<file path="config.mk">
export PLATFORM = sky130hd
export DESIGN_NAME = exc_seq
export DESIGN_NICKNAME = d
export VERILOG_FILES = /design/src/rtl/exc_seq.sv
export SDC_FILE = /design/constraint.sdc
export NUM_CORES = 1
export LEC_CHECK = 0
export ABC_AREA = 0
export BUFFER_PORTS_ARGS = -buffer_cell sky130_fd_sc_hd__buf_2
export CORE_AREA = 2 2 200 202
export CTS_CLUSTER_SIZE = 40
export DETAILED_ROUTE_END_ITERATION = 10
export DIE_AREA = 0 0 202 204
export PLACE_DENSITY = 0.69
export REMOVE_ABC_BUFFERS = 1
export SYNTH_ARGS = -nofsm -noshare
export SYNTH_HDL_FRONTEND = slang
export SYNTH_SLANG_ARGS = --single-unit
</file>
<file path="constraint.sdc">
create_clock -name clk -period 1.6 [get_ports clk]
set_input_delay 0 -clock clk [delete_from_list [all_inputs] [get_ports clk]]
set_output_delay 0 -clock clk [all_outputs]
set_load 0.01 [all_outputs]
</file>
<file path="src/rtl/exc_seq.sv">
module exc_seq (
  input  logic        clk,
  input  logic        rst_n,
  input  logic        req_rst,
  input  logic        req_und,
  input  logic        req_swi,
  input  logic        req_pabt,
  input  logic        req_dabt,
  input  logic        req_irq,
  input  logic        req_fiq,
  input  logic        req_ret,
  input  logic [31:0] pc_in,
  input  logic [31:0] psr_in,
  output logic        upd,
  output logic [31:0] pc_out,
  output logic [31:0] psr_out,
  output logic        lr_we,
  output logic        spsr_we,
  output logic [4:0]  bank_mode,
  output logic [31:0] lr_wdata,
  output logic [31:0] spsr_wdata
);
  localparam logic [4:0]  M_FIQ = 5'h11, M_IRQ = 5'h12, M_SVC = 5'h13,
                          M_ABT = 5'h17, M_UND = 5'h1B;
  localparam int          NBANK = 5;
  localparam int          BW = $clog2(NBANK + 1);
  localparam logic [BW-1:0] NOBANK = BW'(NBANK);
  localparam logic [31:0] RST_PSR = {24'h0, 3'b110, M_SVC};

  logic [31:0] spsr_q [NBANK];
  logic [31:0] lr_q   [NBANK];

  function automatic logic [BW-1:0] bank_of(input logic [4:0] m);
    case (m)
      M_FIQ:   return BW'(0);
      M_IRQ:   return BW'(1);
      M_SVC:   return BW'(2);
      M_ABT:   return BW'(3);
      M_UND:   return BW'(4);
      default: return NOBANK;
    endcase
  endfunction

  logic            take, set_f, ret_ok;
  logic [4:0]      tgt;
  logic [31:0]     vec, new_psr;
  logic [BW-1:0]   cur_bank, tgt_bank;

  assign cur_bank = bank_of(psr_in[4:0]);
  assign tgt_bank = bank_of(tgt);

  always_comb begin
    take = 1'b1; set_f = 1'b0; tgt = M_SVC; vec = 32'h00;
    if (req_rst)                       begin set_f = 1'b1; end
    else if (req_dabt)                 begin tgt = M_ABT; vec = 32'h10; end
    else if (req_fiq && !psr_in[6])    begin tgt = M_FIQ; vec = 32'h1C; set_f = 1'b1; end
    else if (req_irq && !psr_in[7])    begin tgt = M_IRQ; vec = 32'h18; end
    else if (req_pabt)                 begin tgt = M_ABT; vec = 32'h0C; end
    else if (req_und)                  begin tgt = M_UND; vec = 32'h04; end
    else if (req_swi)                  begin vec = 32'h08; end
    else                               take = 1'b0;
  end

  assign ret_ok  = !take && req_ret && (cur_bank != NOBANK);
  assign new_psr = req_rst ? RST_PSR :
                   {psr_in[31:25], 1'b0, psr_in[23:8], 1'b1, psr_in[6] | set_f, 1'b0, tgt};

  always_ff @(posedge clk or negedge rst_n) begin
    if (!rst_n) begin
      upd        <= 1'b0;
      lr_we      <= 1'b0;
      spsr_we    <= 1'b0;
      pc_out     <= 32'h0;
      psr_out    <= RST_PSR;
      bank_mode  <= M_SVC;
      lr_wdata   <= 32'h0;
      spsr_wdata <= 32'h0;
      for (int i = 0; i < NBANK; i++) begin
        spsr_q[i] <= 32'h0;
        lr_q[i]   <= 32'h0;
      end
    end else begin
      upd     <= take | ret_ok;
      lr_we   <= take;
      spsr_we <= take;
      if (take) begin
        pc_out           <= vec;
        psr_out          <= new_psr;
        bank_mode        <= tgt;
        lr_wdata         <= pc_in;
        spsr_wdata       <= psr_in;
        spsr_q[tgt_bank] <= psr_in;
        lr_q[tgt_bank]   <= pc_in;
      end else if (ret_ok) begin
        pc_out  <= lr_q[cur_bank];
        psr_out <= spsr_q[cur_bank];
      end
    end
  end
endmodule

</file>
### Yosys cells after proc, flatten, opt, wreduce, memory -nomap -nowiden

Cells that the tools add are included.

| storage, ports and cells | value |
|---|---|
| bits in registers | 455 |
| bits of input ports | 74 |
| output and inout port bits | 136 |
| logic and storage cells | 84 |

| operators by class | value |
|---|---|
| $lt $le $gt $ge | 3 |
| equal/unequal tests | 11 |
| mux-type cells | 40 |
| bitwise logic cells | 4 |
| reduce and logical (&&, ||, !) cells | 9 |

Operators by type and width:

| operator | count |
|---|---|
| bitwise mux 160 bit | 2 |
| 2-to-1 mux 32 bit | 10 |
| binary-select mux 32 bit (select 3 bit) | 2 |
| demux 32 bit (select 3 bit) | 1 |
| == test 5 bit, second input constant | 10 |
| 2-to-1 mux 4 bit | 9 |
| one-hot mux 3 bit (5 select lines) | 2 |
| 2-to-1 mux 5 bit | 4 |
| 2-to-1 mux 1 bit | 10 |
| greater-or-equal comparator 4 bit, second input constant | 2 |
| inverter 3 -> 4 bit | 2 |
| logical AND 1 bit | 5 |
| < comparator 4 x 1 -> 1 bit, second input constant | 1 |
| zero test 1 bit | 3 |
| inequality test 3 bit, second input constant | 1 |
| bitwise OR 1 bit | 2 |
| nonzero test 2 bit | 1 |

### Depth between registers and ports, before layout

Gate-level depths: netlist of run 1.

| depth | value |
|---|---|
| depth in word-level cells | 14 |
| gate-level depth with buffers | 9 |

### Worst setup path before layout of run 1

Ideal clock, no wire load.

| path | value |
|---|---|
| kind | input-to-reg |
| start | in psr_in[1] |
| end | reg pc_out[26] |
| arrival time | 1.538 ns |
| data required time | 1.474 ns |
| setup slack | -0.064 ns |
| stages on the path | 7 |
| buffers on the path | 3 |
| cell sequence | buf_6 > and4b_4 > buf_6 > buf_6 > mux4_2 > and3_1 > a221o_1 |

| on the way | value |
|---|---|
| longest elaborated chain between the ends | 8 |

RTL lines:

| what | RTL line | text |
|---|---|---|
| from (decl) | 13 | `input logic [31:0] psr_in,` |
| == test 5 bit | 34 | `case (m)` |
| one-hot mux 3 bit (5 select lines) (*) | 34 |  |
| inverter 3 -> 4 bit (implied by the code) | 95 | `pc_out <= lr_q[cur_bank];` |
| binary-select mux 32 bit (select 3 bit) | 95 |  |
| 2-to-1 mux 32 bit (implied by the code) (2 in series) | 95 |  |
| 2-to-1 mux 32 bit | 94 | `end else if (ret_ok) begin` |
| 2-to-1 mux 32 bit | 86 | `if (take) begin` |
| to (signal assigned) | 87 | `pc_out <= vec;` |
| to (signal assigned) | 95 |  |
| to (decl) | 15 | `output logic [31:0] pc_out,` |

Mark *: on every way between the ends. The rest lies on a longest branch, timed or not. The select of a mux whose other input is x is not followed.
A chain may end at the register's enable or synchronous reset.

### Final worst setup path of run 1

| path | value |
|---|---|
| start | in psr_in[0] |
| end | reg pc_out[25] |

Same word-level chain as after synthesis.

==> results of run 1 <==
power by group through the flow:
stage	sequential (W)	clock, W	combinational (W)
2_1_floorplan	0.0140	0	0.00234
3_3_place_gp	0.0141	0	0.00353
3_5_place_dp	0.0142	0	0.00369
4_1_cts	0.0140	0.0110	0.00386
5_1_grt	0.0142	0.0116	0.00420
6_report	0.0140	0.0108	0.00383
cells by family after synthesis:
kind of cell | Yosys count | share of synthesized area (%)
simple gates | 497 | 10.4
flops | 454 | 58.6
mux | 319 | 22.2
compound gates | 161 | 5.92
buf+inv | 114 | 2.74
fa+ha+maj | 1 | 0.0581
other cells | 1 | 0.0193
metrics by stage:
| stage | power [W] | hold slack, ps | utilization, % | setup TNS [ps] | std cells |
|---|---|---|---|---|---|
| after floorplan | 0.0163 | -296 | - | -916760 | 1439 |
| after global placement | 0.0176 | -34.6 | 55.9 | -10920 | 2275 |
| after detailed placement | 0.0179 | -24.0 | 55.9 | -12540 | 2275 |
| after CTS | 0.0289 | 3.76 | 61.8 | 0 | 2442 |
| after global routing | 0.0300 | 38.9 | 62.1 | -0.0540 | 2447 |
| final | 0.0286 | 36.2 | 62.1 | 0 | 2450 |
metal layers:
| layer | track usage, % | routed length [um] |
|---|---|---|
| met3 | 5.63 | 3350 |
| met2 | 41.2 | 24800 |
| met1 | 33.1 | 21700 |
| met5 | 0 | 13 |
| met4 | 7.30 | 1030 |
sequential cells by signal, indices dropped and copies added (netlist names):
name and flops:
spsr_q 160, psr_out 32, lr_q 160, upd 1
bank_mode 4, spsr_wdata 32, lr_wdata 32, pc_out 32
spsr_we 1
cells in the final DEF (no fill, tap or decap), drive strengths merged, types with 4 or more instances in the layout:
cell type,n
nand3,7
a22o,23
dlygate4sd3,78
dfrtp,447
o22a,23
clkbuf,81
nor2,17
a21oi,56
a31oi,5
and3,23
inv,7
nor3,7
mux4,62
a221o,20
buf,313
dfstp,7
mux2,254
nor2b,4
nand2,424
o21ai,21
clkinv,9
critical path, delay by kind of cell:
kind,cells,cell delay [ps]
buffers and inverters,4,1040
AO/OA/AOI/OAI,1,260
AND/OR/NAND/NOR,2,400
adder cells (fa/ha/maj),1,320
cell type report:
cell class | instances | area, sq um
clock buffer | 78 | 1480
sequential | 454 | 11400
tap | 525 | 657
fill | 3024 | 14800
clock inverter | 11 | 65.1
multi-input combinational | 979 | 7580
inverter | 6 | 26.3
timing repair buffer | 394 | 3150
antenna | 3 | 7.51
how the worst min path moves through the flow:
stage / start / to / slack, ps
6_report: req_dabt / psr_out[3] / 40
5_1_grt: req_swi / psr_out[2] / 40
4_1_cts: req_dabt / psr_out[3] / 4
3_5_place_dp: rst_n / lr_wdata[20] / -20
3_3_place_gp: rst_n / lr_wdata[20] / -30
2_1_floorplan: rst_n / bank_mode[2] / -300
timing repair:
action,CTS,global route
endpoints found under the setup margin,0,84
setup buffers,0,2
hold endpoints to repair,852,0
resized for setup,0,6
hold buffers,78,0
==> impl_results.md, run 1 <==
- Status: completed
- Die height: 204 um
- CP max-delay cell: dlygate4sd3_1
- Static Leak: 11.3 nW
- EDFF count, synth: 0
- Internal power: 0.0216 W
- Clock latency on the worst-skew pair: 580 ps
- Crit-path cells: buf_2 > dlygate4sd3_1 > buf_4 > maj3_2 > and3_4 > buf_12 > and3_1 > a221o_1
- Post-Syn Instances: 1547
- Critical path fanouts, max: 22
- Least-Margin Pin Slew: 669 ps
- Sink Count: 454
- Endpoint class of the critical path: flop
- Max-Cap Viols: 0
- Largest net degree at the start of global routing: 66
- Worst stage delay on the critical path: 570 ps
- Die footprint: 0.0412 sq mm
- Cell taking the most area after synthesis: dfrtp_1
- Final net count: 1957
- Final ANT Viol Nets: 0
- Switching Share: 24.5%
- Reg2reg end: pc_out[11]
- Vias in the first global route: 14300
- Setup Skew: 15.9 ps
- # rows: 73
- Post-synthesis area per instance: 12.5 sq um
- Post-synth top cells: 447 x dfrtp_1, 424 x nand2_1, 254 x mux2_2
- Routed via count: 13500
- Hold Vio Cnt, Final: 0
- FF-to-FF setup slack: 170 ps
- Relative slew margins: 55.4%
- Port Buffers: 208
- Hpwl dp: 30900 um
- Worst EP required: 2050 ps
- Register area share after synthesis: 58.6%
- Worst r2r path cells: 3
- Post-synth top flop: dfrtp_1
- Clock Tree Root: clkbuf_16
- Detailed-router iteration count before antenna repair: 5
- DR WL/cell: 20.8 um
- Power Density: 1180 mW/mm^2
- Worst setup endpoint: pc_out[25]
- Vias per inst: 5.50
- Synth cell types: 50
- Layout area overhead: 25.5%
- Max Fclk: 0.633 GHz
- IO Pins: 210
- Worst Hold Depth: 6
- Final instance area: 0.0243 sq mm
- Critical path type: input pin to flop
- Max VDD drop: 823 uV
- GRT Util Overall: 24.9%
- Post-route setup slack: 20.6 ps
- H-Tree Depth: 2
- Reg power frac: 48.9%
- DRT iter0 DRCs: 858
- Crit path DAT: 2030 ps
- Initial Util: 49.5%
- Synthesized cell area: 0.0194 sq mm
- Die width: 202 um
- Initial antenna violation count: 4
- Total Wirelength: 50900 um
- Layout cells sized above 1: 37.9%
- Combinational fraction of design power: 13.4%
- Synth warn: 0
- Yosys top cell area share: 57.7%
- Part of the power in the clock network: 37.7%
- Sw power: 0.00701 W
- FFs w/ async S/R, synth: 100%
- Final Cycle Share: 98.7%
- TritonCTS Buffers: 48
- Startpoint Class: input pin
- CTS Buffer Depth: 3
- Place WS: -278 ps
- Worst reg2reg path startpoint: lr_q[43]
- Worst Setup SP: psr_in[0]
- Post-route DRC violation count: 0
- Hold Crit Class: input pin to flop
- Top cells by area, synth: dfrtp_1 58%, mux2_2 15%, nand2_1 8.2%
- Shortest period the worst path allows: 1580 ps
- Placed cell area: 0.0219 sq mm
- Core footprint: 0.0392 sq mm
- Flops & latches, synth: 454
- Setup violations, final: 0
- Aggregate global routing overflow: 0
- Final slew viol count: 0
- Most used standard cell by instance count after synthesis: dfrtp_1
- Global-route wire length before repair: 79500 um
- RePlAce Congestion: 0.807
- Clock transition at the registers of the reported paths: 60 ps
- CTS tree: built
Note: power is estimated with default switching activity, not from simulation.
==> inputs of run 2 (changes only) <==
--- a/config.mk
+++ b/config.mk
@@ -7,11 +7,11 @@
 export LEC_CHECK = 0
 export ABC_AREA = 0
 export BUFFER_PORTS_ARGS = -buffer_cell sky130_fd_sc_hd__buf_2
-export CORE_AREA = 2 2 200 202
+export CORE_AREA = 2 2 185 187
 export CTS_CLUSTER_SIZE = 40
 export DETAILED_ROUTE_END_ITERATION = 10
-export DIE_AREA = 0 0 202 204
-export PLACE_DENSITY = 0.69
+export DIE_AREA = 0 0 187 189
+export PLACE_DENSITY = 0.79
 export REMOVE_ABC_BUFFERS = 1
 export SYNTH_ARGS = -nofsm -noshare
 export SYNTH_HDL_FRONTEND = slang
==> run 2 against run 1 <==
- critical endpoint is now psr_out[9]
- the flow now finishes with violations (hold timing)
- first-iteration DRC count increased by 21%
- clock power decreased by 4%
- setup slack improved by 29 ps
- largest cell class unchanged
- sequential share of layout area increased by 0.51 points
==> impl_results.md, run 2 (synthesis results as in run 1) <==
- Reg2reg end: pc_out[20]
- Worst stage delay on the critical path: 710 ps (+140 ps)
- Max-Cap Viols: 0 (unchanged)
- Shortest period the worst path allows: 1550 ps (-28.7 ps)
- Final slew viol count: 0 (unchanged)
- Buf/Inv on CP: 3 (-1)
- Post-route DRC violation count: 0 (unchanged)
- Relative slew margins: 41.6% (-14 points)
- TritonCTS Buffers: 45 (-6.3%)
- Clock latency on the worst-skew pair: 550 ps (-30 ps)
- RSZ-0062 raised after global routing: false
- Vias in the first global route: 14800 (+3.1%)
- Port Buffers: 208 (unchanged)
- Cell depth of the worst setup path: 7 (-1)
- Clock Tree Root: clkbuf_16
- Worst Setup SP: req_dabt
- Status: finished with violations
- Failing checks: hold timing
- Worst setup endpoint: psr_out[9]
- RePlAce Congestion: 0.854 (+5.8%)
- Core footprint: 0.0333 sq mm (-15%)
- Total Wirelength: 50100 um (-1.6%)
- Hold Crit Class: input pin to async pin
- Setup TNS: 0 ps (unchanged)
- Max Fclk: 0.645 GHz (+1.9%)
- Sink Count: 454 (unchanged)
- Layout cells sized above 1: 37.5% (-0.42 points)
- H-Tree Depth: 2 (unchanged)
- Post-route setup slack: 49.3 ps (+28.7 ps)
- Worst hold margin: -7.45 ps (-43.7 ps)
- Power Density: 1180 mW/mm^2 (about the same)
- Crit path DAT: 2030 ps (about the same)
- Layout area overhead: 24.1%
- Setup Skew: 12.1 ps (-3.78 ps)
- Setup violations, final: 0 (unchanged)
- Static Leak: 11.2 nW (-0.96%)
- Critical path type: input pin to flop
- Global-route wire length before repair: 80600 um (+1.4%)
- Vias per inst: 5.89 (+7.1%)
- CP max-delay cell: a21oi_2
- Hold Vio Cnt, Final: 5 (+5)
- Initial Util: 58.3% (+8.8 points)
- Max VDD drop: 909 uV (+10%)
- FF-to-FF setup slack: 140 ps (-30 ps)
- Worst r2r path cells: 3 (unchanged)
- Aggregate global routing overflow: 0 (unchanged)
- Die height: 189 um (-7.4%)
- Die footprint: 0.0353 sq mm (-14%)
- Post-route insts no fill: 2347 (-4.2%)
- Post-CTS setup buffer count: 0 (unchanged)
- Worst reg2reg path startpoint: lr_q[84]
- Hpwl dp: 30500 um (-1.3%)
- Final Cycle Share: 96.9% (-1.8 points)
- Largest net degree at the start of global routing: 65 (-1.5%)
- DRT iter0 DRCs: 1038 (+21%)
- CTS tree: built
- Layout Utilization: 72.3% (+10 points)
- Clock transition at the registers of the reported paths: 60 ps (about the same)
- Least-Margin Pin Slew: 876 ps (+207 ps)
- Startpoint Class: input pin
- DR WL/cell: 21.3 um (+2.7%)
- Final net count: 1938 (-0.97%)
- # placed instances: 2192 (-3.6%)
- Critical path fanouts, max: 11 (-50%)
- CP top delay family: compound AO/OA/AOI/OAI gates
- Final ANT Viol Nets: 0 (unchanged)
- IO Pins: 210 (unchanged)
- Initial antenna violation count: 1 (-3)
- GRT Util Overall: 28.9% (+4.0 points)
- Endpoint class of the critical path: flop
- Most frequent cells in the layout: 447 x dfrtp_1, 423 x nand2_1, 254 x mux2_2
- # rows: 67 (-8.2%)
- Place WS: -300 ps (-22.2 ps)
- CTS Buffer Depth: 3 (unchanged)
- Largest regs: lr_q x160, spsr_q x160
- Detailed-router iteration count before antenna repair: 5 (unchanged)
- Worst EP required: 2080 ps (+30 ps)
- Routed via count: 13800 (+2.6%)
- Die width: 187 um (-7.4%)
- Crit-path cells: dlygate4sd3_1 > buf_2 > nor3_1 > buf_4 > a21oi_2 > a22o_1 > o22a_1
- Commonest non-fill, non-tap cell in the layout: dfrtp_1
-- run 2: changes by cell type in the layout (fill, tap and decap cells not counted), moves of 2 or more --
| cell | previous run | this run |
|---|---|---|
| clkbuf_8 | 14 | 12 |
| buf_4 | 67 | 53 |
| clkbuf_16 | 52 | 47 |
| dlygate4sd3_1 | 78 | 72 |
| clkbuf_1 | 15 | 13 |
| clkinv_2 | 9 | 5 |
| buf_6 | 2 | 0 |
| buf_12 | 36 | 44 |
| diode_2 | 3 | 1 |
-- run 2: area by class of cell --
class | count | area (sq um)
clock buffer | 72 | 1390
inverter | 6 | 25.0
clock inverter | 9 | 78.8
fill | 2157 | 9210
tap | 448 | 561
antenna | 1 | 2.50
timing repair buffer | 377 | 3050
multi-input combinational | 980 | 7590
sequential | 454 | 11400
-- run 2: routing by layer --
layer,global-route usage (%),wire length (um)
met5,0,0
met4,9.71,1350
met3,4.58,3020
met2,47.8,24400
met1,39.5,21300
-- run 2: report_power, final --
group | internal [W] | switching, W
Sequential | 0.0131 | 0.000900
Combinational | 0.00217 | 0.00169
Clock | 0.00610 | 0.00433
-- run 2: through the flow --
| stage | power [W] | area, sq um | hold slack, ps |
|---|---|---|---|
| floorplan | 0.0163 | 18900 | -296 |
| global placement | 0.0176 | 21900 | -41.0 |
| detailed placement | 0.0179 | 21900 | -36.7 |
| CTS | 0.0285 | 24000 | 0.0839 |
| global route | 0.0295 | 24100 | 18.9 |
| finish | 0.0283 | 24100 | -7.45 |
-- run 2: worst min-delay path by stage --
stage	end	slack, ps	startpoint
2_1_floorplan	bank_mode[2]	-300	rst_n
3_3_place_gp	bank_mode[3]	-40	rst_n
3_5_place_dp	bank_mode[3]	-40	rst_n
5_1_grt	lr_wdata[15]	20	rst_n
4_1_cts	lr_wdata[15]	0.08	rst_n
6_report	lr_wdata[15]	-7	rst_n
-- run 2: repair_timing --
| item | 4_1_cts | 5_1_grt |
|---|---|---|
| endpoints found under the setup margin | 0 | 89 |
| hold buffers | 72 | 0 |
| resized for setup | 0 | 3 |
| endpoints found under the hold margin | 764 | 0 |
-- run 2: worst reg2reg max path: cells and delay by family (launching register included) --
| kind | cells | cell delay [ps] |
|---|---|---|
| flip-flops | 1 | 400 |
| multiplexers | 1 | 480 |
| AND/OR/NAND/NOR | 1 | 200 |
| AO/OA/AOI/OAI | 1 | 260 |
